### src/rtl/mdio_pkg.sv
package mdio_pkg;

    localparam int PRE_BITS   = 32;
    localparam int FRAME_BITS = PRE_BITS + 32;
    localparam int BIDX_W     = $clog2(FRAME_BITS);
    localparam int TA_IDX     = PRE_BITS + 14;
    localparam int DATA_IDX   = PRE_BITS + 16;

    localparam int MW_MARK_HI = 30;
    localparam int MW_RD      = 29;
    localparam int MW_WR      = 28;
    localparam int MW_PHY_LSB = 23;
    localparam int MW_REG_LSB = 18;
    localparam int MW_MARK_LO = 17;

    localparam int CTRL_EN_BIT   = 4;
    localparam int STAT_IDLE_BIT = 2;

    typedef enum logic [1:0] {
        SEL_CTRL  = 2'd0,
        SEL_STAT  = 2'd1,
        SEL_MAINT = 2'd2,
        SEL_NONE  = 2'd3
    } reg_sel_e;

    typedef struct packed {
        logic        is_read;
        logic [4:0]  phy;
        logic [4:0]  regn;
        logic [15:0] wdata;
    } mdio_cmd_t;

    function automatic logic [FRAME_BITS-1:0] build_frame(input mdio_cmd_t c);
        logic [1:0]  op;
        logic [1:0]  ta;
        logic [15:0] dat;
        op  = c.is_read ? 2'b10 : 2'b01;
        ta  = c.is_read ? 2'b11 : 2'b10;
        dat = c.is_read ? 16'hFFFF : c.wdata;
        return {{PRE_BITS{1'b1}}, 2'b01, op, c.phy, c.regn, ta, dat};
    endfunction

endpackage

### src/rtl/mdio_mdc_gen.sv
module mdio_mdc_gen #(
    parameter int CLK_DIV = 48
) (
    input  logic clk,
    input  logic rst,
    input  logic run,
    output logic mdc,
    output logic rise_tick,
    output logic fall_tick
);
    localparam int HALF = CLK_DIV / 2;
    localparam int CW   = (CLK_DIV > 2) ? $clog2(CLK_DIV) : 1;
    localparam logic [CW-1:0] LAST    = CW'(CLK_DIV - 1);
    localparam logic [CW-1:0] HALF_V  = CW'(HALF);
    localparam logic [CW-1:0] HALF_M1 = CW'(HALF - 1);

    logic [CW-1:0] cnt;
    logic [CW-1:0] cnt_n;

    always_comb begin
        cnt_n     = (cnt == LAST) ? '0 : cnt + 1'b1;
        rise_tick = run && (cnt == HALF_M1);
        fall_tick = run && (cnt == LAST);
    end

    always_ff @(posedge clk) begin
        if (rst || !run) begin
            cnt <= '0;
            mdc <= 1'b0;
        end else begin
            cnt <= cnt_n;
            mdc <= (cnt_n >= HALF_V);
        end
    end
endmodule

### src/rtl/mdio_frame_seq.sv
module mdio_frame_seq
    import mdio_pkg::*;
(
    input  logic        clk,
    input  logic        rst,
    input  logic        en,
    input  logic        start,
    input  mdio_cmd_t   cmd,
    input  logic        rise_tick,
    input  logic        fall_tick,
    input  logic        mdio_i,
    output logic        busy,
    output logic        mdio_o,
    output logic        mdio_oe,
    output logic        rd_done,
    output logic [15:0] rd_data
);
    logic [FRAME_BITS-1:0] shreg;
    logic [BIDX_W-1:0]     bidx;
    logic                  is_rd;
    logic [15:0]           cap;
    logic                  last;

    always_comb begin
        last    = (bidx == BIDX_W'(FRAME_BITS - 1));
        rd_done = busy && en && is_rd && fall_tick && last;
        mdio_o  = shreg[FRAME_BITS-1];
        mdio_oe = busy && !(is_rd && (bidx >= BIDX_W'(TA_IDX)));
        rd_data = cap;
    end

    always_ff @(posedge clk) begin
        if (rst) begin
            shreg <= '0;
            bidx  <= '0;
            is_rd <= 1'b0;
            cap   <= '0;
            busy  <= 1'b0;
        end else if (!en) begin
            busy <= 1'b0;
        end else if (start && !busy) begin
            shreg <= build_frame(cmd);
            bidx  <= '0;
            is_rd <= cmd.is_read;
            cap   <= '0;
            busy  <= 1'b1;
        end else if (busy) begin
            if (rise_tick && is_rd && (bidx >= BIDX_W'(DATA_IDX)))
                cap <= {cap[14:0], mdio_i};
            if (fall_tick) begin
                if (last) begin
                    busy <= 1'b0;
                end else begin
                    bidx  <= bidx + 1'b1;
                    shreg <= {shreg[FRAME_BITS-2:0], 1'b1};
                end
            end
        end
    end
endmodule

### src/rtl/mdio_regs.sv
module mdio_regs
    import mdio_pkg::*;
(
    input  logic        clk,
    input  logic        rst,
    input  logic        reg_wr,
    input  logic [1:0]  reg_addr,
    input  logic [31:0] reg_wdata,
    input  logic        busy,
    input  logic        rd_done,
    input  logic [15:0] rd_data,
    output logic [31:0] reg_rdata,
    output logic        en,
    output logic        start,
    output mdio_cmd_t   cmd,
    output logic [31:0] maint
);
    reg_sel_e sel;
    logic     word_ok;

    always_comb begin
        sel     = reg_sel_e'(reg_addr);
        word_ok = reg_wdata[MW_MARK_HI] && reg_wdata[MW_MARK_LO]
                  && (reg_wdata[MW_RD] ^ reg_wdata[MW_WR]);
        start   = reg_wr && (sel == SEL_MAINT) && en && !busy && word_ok;
        cmd.is_read = reg_wdata[MW_RD];
        cmd.phy     = reg_wdata[MW_PHY_LSB +: 5];
        cmd.regn    = reg_wdata[MW_REG_LSB +: 5];
        cmd.wdata   = reg_wdata[15:0];
    end

    always_ff @(posedge clk) begin
        if (rst) begin
            en    <= 1'b0;
            maint <= '0;
        end else begin
            if (reg_wr && (sel == SEL_CTRL))
                en <= reg_wdata[CTRL_EN_BIT];
            if (start)
                maint <= reg_wdata;
            else if (rd_done)
                maint[15:0] <= rd_data;
        end
    end

    always_comb begin
        reg_rdata = '0;
        unique case (sel)
            SEL_CTRL:  reg_rdata[CTRL_EN_BIT]   = en;
            SEL_STAT:  reg_rdata[STAT_IDLE_BIT] = !busy;
            SEL_MAINT: reg_rdata                = maint;
            SEL_NONE:  reg_rdata                = '0;
        endcase
    end
endmodule

### src/rtl/mdio_mgmt_ctrl.sv
module mdio_mgmt_ctrl
    import mdio_pkg::*;
#(
    parameter int CLK_DIV = 48
) (
    input  logic        clk,
    input  logic        rst,
    input  logic        reg_wr,
    input  logic [1:0]  reg_addr,
    input  logic [31:0] reg_wdata,
    output logic [31:0] reg_rdata,
    output logic        mdc,
    input  logic        mdio_i,
    output logic        mdio_o,
    output logic        mdio_oe
);
    logic        busy_w;
    logic        en_w;
    logic        start_w;
    logic        rd_done_w;
    logic [15:0] rd_data_w;
    logic [31:0] maint_w;
    logic        rise_w;
    logic        fall_w;
    mdio_cmd_t   cmd_w;

    mdio_regs u_regs (
        .clk       (clk),
        .rst       (rst),
        .reg_wr    (reg_wr),
        .reg_addr  (reg_addr),
        .reg_wdata (reg_wdata),
        .busy      (busy_w),
        .rd_done   (rd_done_w),
        .rd_data   (rd_data_w),
        .reg_rdata (reg_rdata),
        .en        (en_w),
        .start     (start_w),
        .cmd       (cmd_w),
        .maint     (maint_w)
    );

    mdio_mdc_gen #(.CLK_DIV(CLK_DIV)) u_mdc (
        .clk       (clk),
        .rst       (rst),
        .run       (busy_w && en_w),
        .mdc       (mdc),
        .rise_tick (rise_w),
        .fall_tick (fall_w)
    );

    mdio_frame_seq u_seq (
        .clk       (clk),
        .rst       (rst),
        .en        (en_w),
        .start     (start_w),
        .cmd       (cmd_w),
        .rise_tick (rise_w),
        .fall_tick (fall_w),
        .mdio_i    (mdio_i),
        .busy      (busy_w),
        .mdio_o    (mdio_o),
        .mdio_oe   (mdio_oe),
        .rd_done   (rd_done_w),
        .rd_data   (rd_data_w)
    );
endmodule

### config.mk
export PLATFORM = sky130hd
export DESIGN_NAME = mdio_mgmt_ctrl
export DESIGN_NICKNAME = d
export VERILOG_FILES = /design/src/rtl/mdio_pkg.sv /design/src/rtl/mdio_mdc_gen.sv /design/src/rtl/mdio_frame_seq.sv /design/src/rtl/mdio_regs.sv /design/src/rtl/mdio_mgmt_ctrl.sv
export SDC_FILE = /design/constraint.sdc
export NUM_CORES = 1
export LEC_CHECK = 0
export ABC_AREA = 1
export BUFFER_PORTS_ARGS = -buffer_cell sky130_fd_sc_hd__clkbuf_2
export CAP_MARGIN = 10
export CORE_MARGIN = 5
export CORE_UTILIZATION = 46
export DETAILED_ROUTE_END_ITERATION = 12
export GPL_ROUTABILITY_DRIVEN = 1
export PLACE_DENSITY_LB_ADDON = 0.1
export SETUP_SLACK_MARGIN = 0.2
export SYNTH_ARGS = -nofsm -noshare
export SYNTH_HDL_FRONTEND = slang
export SYNTH_SLANG_ARGS = --single-unit
### constraint.sdc
create_clock -name clk -period 1.9 [get_ports clk]
set_input_delay 0.19 -clock clk [delete_from_list [all_inputs] [get_ports clk]]
set_output_delay 0.19 -clock clk [all_outputs]
set_load 0.01 [all_outputs]
Word-level counts from Yosys, hierarchy flattened
Cells that the tools add are included.
{"block": "op_classes", "add_sub_neg": 2, "order_cmp": 3, "eq_ne": 6, "n_mux": 26, "bitwise": 2, "reduce_logical": 31}
{"cell": "64-bit 2-to-1 mux", "n": 4}
{"cell": "16-bit 2-to-1 mux", "n": 6}
{"cell": "6-bit 2-to-1 mux", "n": 5}
{"cell": "27-bit 2-to-1 mux", "n": 1}
{"cell": "1-bit logical AND", "n": 18}
{"cell": "6-bit by 1-bit adder with 6-bit output, second input constant", "n": 2}
{"cell": "6-bit equality test, second input constant", "n": 2}
{"cell": "6-bit greater-or-equal comparator, second input constant", "n": 2}
{"cell": "2-bit nonzero test", "n": 4}
{"cell": "6-bit by 5-bit equality test with 1-bit output, second input constant", "n": 1}
{"cell": "6-bit by 5-bit greater-or-equal comparator with 1-bit output, second input constant", "n": 1}
{"cell": "1-bit 2-to-1 mux", "n": 6}
{"cell": "2-bit 2-to-1 mux", "n": 2}
{"cell": "1-bit case mux with 2 select lines", "n": 2}
{"cell": "4-bit AND reduction", "n": 1}
{"cell": "1-bit zero test", "n": 3}
{"cell": "3-bit AND reduction", "n": 1}
{"cell": "2-bit by 1-bit equality test with 1-bit output, second input constant", "n": 1}
{"cell": "2-bit equality test, second input constant", "n": 1}
{"cell": "2-bit zero test", "n": 1}
{"cell": "2-bit inequality test, second input constant", "n": 1}
{"cell": "2-bit AND reduction", "n": 1}
{"cell": "2-bit OR reduction", "n": 1}
{"cell": "1-bit logical OR", "n": 1}
{"cell": "other kinds (2)", "n": 2}
{"block": "totals", "regBits": 128, "inputBits": 38, "out_inout_bits": 35, "elab_cells": 80}

Logic depth before layout (Yosys ltp)
Gate-level depths: netlist of the first run.
{"block": "logic_depth", "ltp_word": 8, "depth_mapped": 12, "mapped_depth_nobuf": 10}

Cells and area by module
Synthesis of the first run repeated with hierarchy kept, for this count alone.
{"block": "hier_totals", "cells_unflattened": 900, "area_unflattened_um2": 6083.3}
{"module": "mdio_frame_seq", "n_inst": 1, "cells_each": 521, "area_each_um2": 3691.0, "seq_area_each_um2": 1761.7}
{"module": "mdio_regs", "n_inst": 1, "cells_each": 324, "area_each_um2": 2037.0, "seq_area_each_um2": 660.6}
{"module": "mdio_mdc_gen", "n_inst": 1, "cells_each": 53, "area_each_um2": 347.8, "seq_area_each_um2": 140.1}
{"module": "mdio_mgmt_ctrl", "n_inst": 1, "cells_each": 2, "area_each_um2": 7.5, "seq_area_each_um2": 0.0}

Worst setup path before layout of the first run
No wires, ideal clock.
{"block": "synth_timing", "path_type": "register -> register", "startpoint": "register u_seq.bidx[1]", "endpoint": "register u_seq.shreg[10]", "arrival_time_ps": 1433, "required_time_ps": 1787, "path_slack_ps": 354, "path_stages_with_launch": 11, "n_path_buf": 2, "synth_period_minus_slack_ps": 1546, "cell_sequence": "dfxtp_1 ha_1 nand3_1 nor2_2 inv_1 nand3_2 nand2_1 buf_4 buf_6 nor2_1 nor2_1"}
{"block": "synth_between", "elab_chain_len": 3}
{"item": "start, declared", "line": "mdio_frame_seq.sv:19", "source": "logic [BIDX_W-1:0] bidx;"}
{"item": "start signal, assigned", "line": "mdio_frame_seq.sv:54", "source": "bidx <= bidx + 1'b1;"}
{"item": "6-bit equality test", "line": "mdio_frame_seq.sv:25", "source": "last = (bidx == BIDX_W'(FRAME_BITS - 1));"}
{"item": "2-bit inequality test (no line)"}
{"item": "4-bit AND reduction (no line)"}
{"item": "end signal, assigned", "line": "mdio_frame_seq.sv:42", "source": "shreg <= build_frame(cmd);"}
{"item": "end signal, assigned", "line": "mdio_frame_seq.sv:55", "source": "shreg <= {shreg[FRAME_BITS-2:0], 1'b1};"}
{"item": "end, declared", "line": "mdio_frame_seq.sv:18", "source": "logic [FRAME_BITS-1:0] shreg;"}
Every way passes these cells.
A chain may end at the register's enable or synchronous reset.

Worst setup path in the final report of the first run
{"block": "layout_timing", "startpoint": "register u_seq.busy", "endpoint": "register u_regs.maint[27]"}
{"block": "layout_between", "elab_chain_len": 3}
{"item": "start, declared", "line": "mdio_frame_seq.sv:12", "source": "output logic busy,"}
{"item": "start signal, assigned", "line": "mdio_frame_seq.sv:38", "source": "busy <= 1'b0;"}
{"item": "start signal, assigned", "line": "mdio_frame_seq.sv:40", "source": "busy <= 1'b0;"}
{"item": "start signal, assigned", "line": "mdio_frame_seq.sv:46", "source": "busy <= 1'b1;"}
{"item": "1-bit zero test", "line": "mdio_regs.sv:25", "source": "start = reg_wr && (sel == SEL_MAINT) && en && !busy && word_ok;"}
{"item": "1-bit logical AND (2 in a row)", "line": "mdio_regs.sv:25"}
{"item": "end signal, assigned", "line": "mdio_regs.sv:40", "source": "maint <= reg_wdata;"}
{"item": "end, declared", "line": "mdio_regs.sv:16", "source": "output logic [31:0] maint"}
Every way passes these cells.

==> results.sh, run 1 <==
export IMPL_grt_usage_pct=20.1
export IMPL_seq_area_frac_synth_pct=44.3
export IMPL_place_hpwl_um=9190
export IMPL_drtAntennaViolNets=0
export IMPL_wl_met3_um=570
export IMPL_vias_per_cell=5.15
export IMPL_netlist_instances=835
export IMPL_vias=5699
export IMPL_synth_top_area_cell="dfxtp_1"
export IMPL_grt_pass1_wl_um=24000
export IMPL_max_cap_violations=0
export IMPL_drive_gt1_share_pct=21.4
export IMPL_setup_violations_final=0
export IMPL_final_cell_mix="nand2_1 (218), dfxtp_1 (122), a21oi_1 (100), nor2_1 (99), clkbuf_2 (71)"
export IMPL_criticalPathCategory="reg2reg"
export IMPL_cts_root_buffer="clkbuf_16"
export IMPL_yosys_register_bits=128
export IMPL_synth_area_leaders="dfxtp_1 (44%), nand2_1 (14%), a21oi_1 (9.2%), nor2_1 (6.6%), nand3_1 (5.6%)"
export IMPL_finClkSkew_ns=0.0119
export IMPL_power_mw=6.49
export IMPL_cp_arrival_ns=2.00
export IMPL_postLayoutCoreUtil_pct=60.7
export IMPL_outcome="finished, final reports clean"
export IMPL_hp_class="in2reg"
export IMPL_clock_sinks=128
export IMPL_gr_total_overflow=0
export IMPL_wl_um=16100
export IMPL_grt_start_max_net_pins=67
export IMPL_drc=0
export IMPL_worst_slew_pin_slew_ns=0.583
export IMPL_fin_crit_ns=1.70
export IMPL_cp_data_required_time_ns=2.20
export IMPL_cts_reportedPaths_clkPinSlew_ns=0.06
export IMPL_num_rows=41
export IMPL_cts_buffers=17
export IMPL_wl_per_cell_um=14.5
export IMPL_die_y_um=122
export IMPL_worst_setup_path_start_kind="flop"
export IMPL_pin_count=73
export IMPL_layout_nets=965
export IMPL_path_max_fanout=7
export IMPL_layout_commonest_cell="nand2_1"
export IMPL_nFillCells=1174
export IMPL_ir_drop_mv=0.643
export IMPL_cts_tree="yes"
export IMPL_synth_top_area_share_pct=44.3
export IMPL_drt_met1_wl_um=6880
export IMPL_finalSetupTns_ns=0
export IMPL_area_delta_synth_final_pct=30.9
export IMPL_drtIter0Drc=391
export IMPL_fin_cells=1106
export IMPL_finalHoldViolCount=0
export IMPL_fin_hold_ws_ns=0.0108
export IMPL_synth_area_per_cell_um2=6.92
export IMPL_clockBufferDepth=2
export IMPL_yosysWarnings=0
export IMPL_dp_cells=1039
export IMPL_met2WireLength_um=8350
export IMPL_ff_latch_area_mm2=0.00257
export IMPL_worstSkewPairLatency_ns=0.42
export IMPL_period_share_pct=89.7
export IMPL_antenna_cells=0
export IMPL_cts_htree_levels=4
export IMPL_slew_headroom_pct=61.1
export IMPL_antenna_found_initial=0
export IMPL_syn_area_mm2=0.00578
export IMPL_endpoint_kind="flop"
export IMPL_portBuffers=72
export IMPL_gp_congestion=0.847
export IMPL_clock_fmax_mhz=587
export IMPL_multi_input_area_mm2=0.00279
export IMPL_ys_types=27
export IMPL_synth_fp_nets=879
export IMPL_dr_pass1_iters=5
export IMPL_die_w_um=122
export IMPL_p_leak_nw=3.53
export IMPL_initial_core_util_pct=46.4
export IMPL_grt_pass1_vias=5241
export IMPL_core_mm2=0.0125
export IMPL_routed_top_layer="met4"
export IMPL_slew_violations=0
export IMPL_rsz0062_at_grt="yes"
export IMPL_powerDensity_mw_per_mm2=858
export IMPL_dieArea_mm2=0.0149
worst paths after layout:
check	from	end	slack, ns	cells after the start
worst max-delay path	u_seq.busy$_SDFF_PP0_	u_regs.maint[27]$_SDFFE_PP0P_	0.20	9
worst max register to register	u_seq.busy$_SDFF_PP0_	u_regs.maint[27]$_SDFFE_PP0P_	0.20	9
worst min register to register	u_regs.maint[19]$_SDFFE_PP0P_	u_regs.maint[19]$_SDFFE_PP0P_	0.44	2
worst min-delay path	reg_wdata[24]	u_regs.maint[24]$_SDFFE_PP0P_	0.01	3
synthesized netlist by cell type:
master      n
buf_1       3
buf_2      24
nand4_1     1
inv_1      73
o21ai_1    10
a22o_1      1
nor2_1    102
nand3_4     1
dfxtp_1   128
ha_1        6
buf_4       8
nand3b_1   15
nor3_1      2
a21boi_0    1
a21oi_1   106
buf_6       5
clkbuf_1   13
nand2_2     1
nand3_2     1
nand4_2     1
nand2_1   222
o21ai_0    32
nor2_2      4
nor2_4      4
inv_2       5
nand3_1    65
a21oi_2     1
stage by stage:
stage	setup WS, ns	area, µm²
final	0.197	7560
after global routing	0.0813	7560
after CTS	0.155	6930
after detailed placement	0.0278	6240
after global placement	0.0881	6240
after floorplan	0.354	5780
where the power goes:
group / internal [mW] / switching, mW
clock network: 2.37 / 1.23
logic: 0.0718 / 0.136
registers: 2.69 / 0.00379
registers in the layout, indices dropped and copies added, names as in the netlist:
name,cells
u_seq.shreg,64
u_regs.maint,32
u_seq.rd_data,16
u_mdc.cnt,6
u_seq.bidx,6
u_mdc.mdc,1
u_regs.en,1
u_seq.busy,1
u_seq.is_rd,1
kinds of logic (layout without fill, tap and decap cells):
group,count (synthesis),in the layout,synth area share [%]
buffers and inverters,131,230,10.2
adder cells (fa/ha/maj),6,6,1.30
AO/OA/AOI/OAI,151,151,13.2
flip-flops,128,128,44.3
AND/OR/NAND/NOR,419,419,30.9
routing by layer:
layer | up-vias | global-route usage, %
met2 | 124 | 35.1
li1 | 2840 | -
met1 | 2715 | 23.7
met5 | - | 0
met3 | 20 | 5.71
met4 | 0 | 6.58
final cells by class:
cell class                 instances  area share, %
multi-input combinational        576           36.9
sequential                       128           34.0
timing repair buffer             117           13.3
clock buffer                      19           5.86
inverter                          78           4.02
tap                              172           2.84
clock inverter                    13           2.80
timing repair inverter             3          0.265
repair_timing:
action                     4_1_cts  5_1_grt
pin swaps                        2       15
hold buffers                     1        0
setup buffers                    1       18
hold endpoints to repair         1        0
setup endpoints to repair       34       95
cloned                           1       14
gates resized for setup          5       67
worst max-delay path, cell delays in order, from the launching register on:
cell and delay [ns]:
dfxtp_2 0.32, inv_2 0.07, nand2_2 0.06, nor2_4 0.16, nand3_4 0.22, buf_6 0.21
nand2_8 0.09, clkinvlp_4 0.24, nand2_1 0.13, o21ai_1 0.07
No activity file was read; power rests on OpenSTA's default activity.
==> inputs of run 2 (changes only) <==
==> constraint.sdc (replaced) <==
create_clock -name clk -period 2.15 [get_ports clk]
set_input_delay 0.215 -clock clk [delete_from_list [all_inputs] [get_ports clk]]
set_output_delay 0.215 -clock clk [all_outputs]
set_load 0.01 [all_outputs]
==> results.sh, run 2 (synthesis gave the netlist of run 1 again) <==
export IMPL_place_hpwl_um=9350
export IMPL_path_max_fanout=47
export IMPL_finalSetupTns_ns=0
export IMPL_cp_data_required_time_ns=2.49
export IMPL_finClkSkew_ns=0.00417
export IMPL_cp_cell_sequence="ha_1 -> nand3_1 -> nor2_2 -> inv_1 -> nand3_2 -> clkbuf_8 -> o21ai_0 -> a21oi_1"
export IMPL_slew_headroom_pct=58.9
export IMPL_clockBufferDepth=2
export IMPL_slew_violations=0
export IMPL_drtIter0Drc=340
export IMPL_finalHoldViolCount=0
export IMPL_dieArea_mm2=0.0149
export IMPL_antenna_cells=0
export IMPL_layout_commonest_cell="nand2_1"
export IMPL_die_y_um=122
export IMPL_worst_slew_pin_slew_ns=0.615
export IMPL_pin_count=73
export IMPL_worstSkewPairLatency_ns=0.41
export IMPL_cts_htree_levels=4
export IMPL_pre_cts_ws_ns=0.243
export IMPL_criticalPathCategory="reg2reg"
export IMPL_gp_congestion=0.860
export IMPL_drtAntennaViolNets=0
export IMPL_largest_reg_flops=64
export IMPL_worst_setup_path_start_kind="flop"
export IMPL_antenna_found_initial=0
export IMPL_core_mm2=0.0125
export IMPL_clock_sinks=128
export IMPL_hp_class="in2reg"
export IMPL_portBuffers=72
export IMPL_dr_pass1_iters=5
export IMPL_endpoint_kind="flop"
export IMPL_layout_nets=933
export IMPL_cpMaxStageDelayCell="dfxtp_1"
export IMPL_powerDensity_mw_per_mm2=765
export IMPL_setup_violations_final=0
export IMPL_wl_per_cell_um=12.9
export IMPL_clock_fmax_mhz=547
export IMPL_outcome="finished, final reports clean"
export IMPL_grt_usage_pct=19.7
export IMPL_max_cap_violations=0
export IMPL_vias=5356
export IMPL_crit_buf_inv=2
export IMPL_cts_buffers=17
export IMPL_wl_um=13900
export IMPL_vias_per_cell=4.99
export IMPL_drc=0
export IMPL_drive_gt1_share_pct=15.0
export IMPL_p_leak_nw=3.22
export IMPL_gr_total_overflow=0
export IMPL_fin_ws_ns=0.322
export IMPL_path_delay_family="simple AND/OR/NAND/NOR gates"
export IMPL_ir_drop_mv=0.483
export IMPL_period_share_pct=85.0
export IMPL_cts_tree="yes"
export IMPL_cts_reportedPaths_clkPinSlew_ns=0.05
export IMPL_fin_crit_ns=1.83
export IMPL_top_register="u_seq.shreg"
export IMPL_grt_pass1_vias=5158
export IMPL_cts_root_buffer="clkbuf_16"
export IMPL_post_cts_setup_buffers=0
export IMPL_final_cell_mix="nand2_1 (222), dfxtp_1 (128), a21oi_1 (106), nor2_1 (102), inv_1 (73)"
export IMPL_cp_arrival_ns=2.17
export IMPL_initial_core_util_pct=46.4
export IMPL_die_w_um=122
export IMPL_num_rows=41
export IMPL_area_delta_synth_final_pct=16.9
export IMPL_cpPeakStageDelay_ns=0.40
export IMPL_grt_pass1_wl_um=23500
export IMPL_rsz0062_at_grt="yes"
export IMPL_grt_start_max_net_pins=67
## run 2: cell types whose count changed in the layout (fill, tap and decap cells not counted), sizes merged
cell / delta
buf: -21
inv: +1
bufinv: -5
clkinvlp: -5
dlygate4sd3: -1
clkbuf: -1
clkinv: -1
## run 2: worst reg2reg max path: cells and delay by family, from the launching register on
family | cells | cell delay [ns]
AO/OA/AOI/OAI | 2 | 0.32
AND/OR/NAND/NOR | 3 | 0.42
flip-flops | 1 | 0.40
buffers and inverters | 2 | 0.40
adder cells (fa/ha/maj) | 1 | 0.22
## run 2: where the power goes
group | total [mW] | switching, mW | internal (mW)
Combinational | 0.159 | 0.107 | 0.0520
Clock | 2.63 | 0.990 | 1.64
Sequential | 2.38 | 0.00311 | 2.38
Total | 5.17 | 1.10 | 4.07
## run 2: what timing repair did
item                                    CTS  global route
gates resized for setup                   0             3
endpoints found under the setup margin    0            47
hold buffers                              0             0
## run 2: layout make-up
type / count / area [µm²]
Sequential cell: 128 / 2560
Multi-Input combinational cell: 576 / 2630
Clock inverter: 6 / 30.0
Fill cell: 1266 / 5710
Tap cell: 172 / 215
Clock buffer: 25 / 515
Inverter: 78 / 293
Timing Repair Buffer: 88 / 512
## run 2: per-layer routing
layer	global-route usage (%)	up-vias	wire, µm
met1	23.0	2480	5950
li1	-	2761	-
met3	4.55	17	489
met4	6.51	0	185
met2	35.3	98	7230
met5	0	-	0
## run 2: through the flow
stage                     total power [mW]  hold WS (ns)  instances  utilization [%]  area (µm²)
final                                 5.17        0.0337       1073             54.2        6760
after global routing                  5.34        0.0443       1073             54.2        6760
after CTS                             5.22        0.0188       1073             54.1        6750
after detailed placement              2.59         0.434       1042             49.8        6200
after global placement                2.59         0.428       1042             49.8        6200
after floorplan                       2.52         0.343        835                -        5780
## run 2: worst paths after layout
path | slack (ns) | endpoint | startpoint | depth (start not counted)
worst max-delay path | 0.32 | u_seq.bidx[2]$_SDFFE_PP0P_ | u_seq.bidx[1]$_SDFFE_PP0P_ | 8
worst min-delay path | 0.03 | u_regs.maint[22]$_SDFFE_PP0P_ | reg_wdata[22] | 3
worst max register to register | 0.32 | u_seq.bidx[2]$_SDFFE_PP0P_ | u_seq.bidx[1]$_SDFFE_PP0P_ | 8
worst min register to register | 0.45 | u_regs.maint[18]$_SDFFE_PP0P_ | u_regs.maint[18]$_SDFFE_PP0P_ | 2
==> inputs of run 3 (changes only) <==
--- a/config.mk
+++ b/config.mk
@@ -9,7 +9,7 @@
 export BUFFER_PORTS_ARGS = -buffer_cell sky130_fd_sc_hd__clkbuf_2
 export CAP_MARGIN = 10
 export CORE_MARGIN = 5
-export CORE_UTILIZATION = 46
+export CORE_UTILIZATION = 55
 export DETAILED_ROUTE_END_ITERATION = 12
 export GPL_ROUTABILITY_DRIVEN = 1
 export PLACE_DENSITY_LB_ADDON = 0.1
==> results.sh, run 3 (synthesis gave the netlist of run 1 again) <==
export IMPL_final_cell_mix="nand2_1 (222), dfxtp_1 (127), a21oi_1 (106), nor2_1 (102), inv_1 (73)"
export IMPL_initial_core_util_pct=56.2
export IMPL_path_max_fanout=4
export IMPL_r2r_end="u_seq.shreg[22]$_SDFFE_PP0P_"
export IMPL_criticalPathCategory="reg2out"
export IMPL_clock_fmax_mhz=553
export IMPL_met2WireLength_um=7120
export IMPL_cpMaxStageDelayCell="dfxtp_2"
export IMPL_hp_start="rst"
export IMPL_grt_usage_pct=22.6
export IMPL_cp_cell_sequence="inv_1 -> ha_1 -> nor2_1 -> o21ai_1 -> a21oi_1 -> buf_2"
export IMPL_setup_violations_final=0
export IMPL_die_y_um=113
export IMPL_max_cap_violations=0
export IMPL_r2r_setup_slack_ns=0.42
export IMPL_cp_arrival_ns=1.59
export IMPL_fin_ws_ns=0.342
export IMPL_path_delay_family="flip-flops"
export IMPL_finalSetupTns_ns=0
export IMPL_fin_crit_ns=1.81
export IMPL_dr_pass1_iters=6
export IMPL_core_mm2=0.0103
export IMPL_top_register="u_seq.shreg"
export IMPL_cts_tree="yes"
export IMPL_layout_nets=946
export IMPL_nFillCells=930
export IMPL_grt_pass1_wl_um=23700
export IMPL_crit_buf_inv=2
export IMPL_vias_per_cell=5.24
export IMPL_gp_congestion=0.871
export IMPL_grt_pass1_vias=5250
export IMPL_worst_setup_path_start_kind="flop"
export IMPL_layout_commonest_cell="nand2_1"
export IMPL_routed_top_layer="met4"
export IMPL_holdPathEnd="u_seq.bidx[0]$_SDFFE_PP0P_"
export IMPL_wl_met3_um=561
export IMPL_slew_headroom_pct=58.9
export IMPL_antenna_found_initial=0
export IMPL_cpPeakStageDelay_ns=0.35
export IMPL_drc=0
export IMPL_drtAntennaViolNets=0
export IMPL_cts_root_buffer="clkbuf_8"
export IMPL_postLayoutCoreUtil_pct=67.4
export IMPL_r2r_start="u_seq.bidx[1]$_SDFFE_PP0P_"
export IMPL_wl_per_cell_um=13.0
export IMPL_pre_cts_ws_ns=0.277
export IMPL_holdPathStages=4
export IMPL_cts_reportedPaths_clkPinSlew_ns=0.06
export IMPL_cts_htree_levels=4
export IMPL_num_rows=37
export IMPL_wl_um=13700
export IMPL_grt_start_max_net_pins=89
export IMPL_finClkSkew_ns=0.00724
export IMPL_ff2ff_path_depth=8
export IMPL_endpoint_kind="output port"
export IMPL_pin_count=73
export IMPL_slew_violations=0
export IMPL_drtIter0Drc=408
export IMPL_worstSkewPairLatency_ns=0.52
export IMPL_largest_reg_flops=64
export IMPL_area_delta_synth_final_pct=19.9
export IMPL_clockBufferDepth=2
export IMPL_antenna_cells=0
export IMPL_rsz0062_at_grt="no"
export IMPL_vias=5504
export IMPL_ir_drop_mv=0.507
export IMPL_die_w_um=113
export IMPL_powerDensity_mw_per_mm2=787
export IMPL_portBuffers=72
export IMPL_hp_class="in2reg"
export IMPL_outcome="finished, final reports clean"
export IMPL_p_leak_nw=3.30
export IMPL_place_hpwl_um=8980
export IMPL_post_cts_setup_buffers=0
export IMPL_cp_data_required_time_ns=1.93
export IMPL_drt_met1_wl_um=5740
export IMPL_clock_sinks=128
export IMPL_gr_total_overflow=0
export IMPL_drive_gt1_share_pct=14.6
export IMPL_dieArea_mm2=0.0127
export IMPL_period_share_pct=84.1
export IMPL_cts_buffers=17
export IMPL_worst_slew_pin_slew_ns=0.616
export IMPL_finalHoldViolCount=0
[run 3: cell types whose count changed in the layout (fill, tap and decap cells not counted), moves of 3 or more]
cell	delta
dlygate4sd3_1	+15
clkbuf_8	-6
buf_4	-5
bufinv_16	+4
buf_12	+3
[run 3: layout make-up]
cell class / count / area (µm²) / area share, %
multi-input cells: 576 / 2630 / 37.9
flip-flops and latches: 128 / 2560 / 37.0
repair buffers: 101 / 686 / 9.89
clock buffers: 20 / 425 / 6.14
inverters: 78 / 293 / 4.22
well taps: 136 / 170 / 2.45
clock inverters: 12 / 166 / 2.40
[run 3: stage by stage]
stage,cell area [µm²],power (mW),std cells,hold WS (ns)
2_1_floorplan,5780,2.52,835,0.343
3_3_place_gp,6180,2.59,1004,0.430
3_5_place_dp,6180,2.59,1004,0.438
4_1_cts,6920,5.51,1051,0.0365
5_1_grt,6930,5.64,1051,0.0655
6_report,6930,5.45,1051,0.0550
[run 3: repair_timing]
action | CTS | global route
resized for setup | 0 | 6
hold buffers | 15 | 0
endpoints found under the setup margin | 0 | 48
endpoints found under the hold margin | 22 | 0
[run 3: worst reg2reg max path: cells and delay by family (launching register included)]
| kind | cells | cell delay [ns] |
|---|---|---|
| DFF | 1 | 0.39 |
| and+or+nand+nor | 3 | 0.39 |
| buffers and inverters | 2 | 0.35 |
| AOI/OAI and AO/OA | 2 | 0.30 |
| adders and majority gates | 1 | 0.22 |
[run 3: how the worst max path moves through the flow]
| stage | from | to | depth (start not counted) |
|---|---|---|---|
| after CTS | u_seq.bidx[0]$_SDFFE_PP0P_ | mdio_oe | 6 |
| after global routing | u_seq.bidx[1]$_SDFFE_PP0P_ | u_seq.shreg[59]$_SDFFE_PP0P_ | 8 |
| after floorplan | u_seq.bidx[1]$_SDFFE_PP0P_ | u_seq.shreg[10]$_SDFFE_PP0P_ | 10 |
| after detailed placement | u_seq.bidx[1]$_SDFFE_PP0P_ | u_seq.shreg[37]$_SDFFE_PP0P_ | 8 |
| after global placement | reg_addr[0] | u_seq.shreg[15]$_SDFFE_PP0P_ | 11 |
| final | u_seq.bidx[0]$_SDFFE_PP0P_ | mdio_oe | 6 |
[run 3: per-layer routing]
| metal | vias up | global-route usage, % |
|---|---|---|
| met4 | 0 | 9.46 |
| met1 | 2565 | 26.3 |
| met2 | 125 | 39.8 |
| met5 | - | 0 |
| met3 | 24 | 4.96 |
| li1 | 2790 | - |
[run 3: where the power goes]
| group | switching, mW | internal, mW |
|---|---|---|
| Clock | 1.02 | 1.87 |
| Sequential | 0.00310 | 2.38 |
| Combinational | 0.113 | 0.0710 |
| Total | 1.13 | 4.32 |
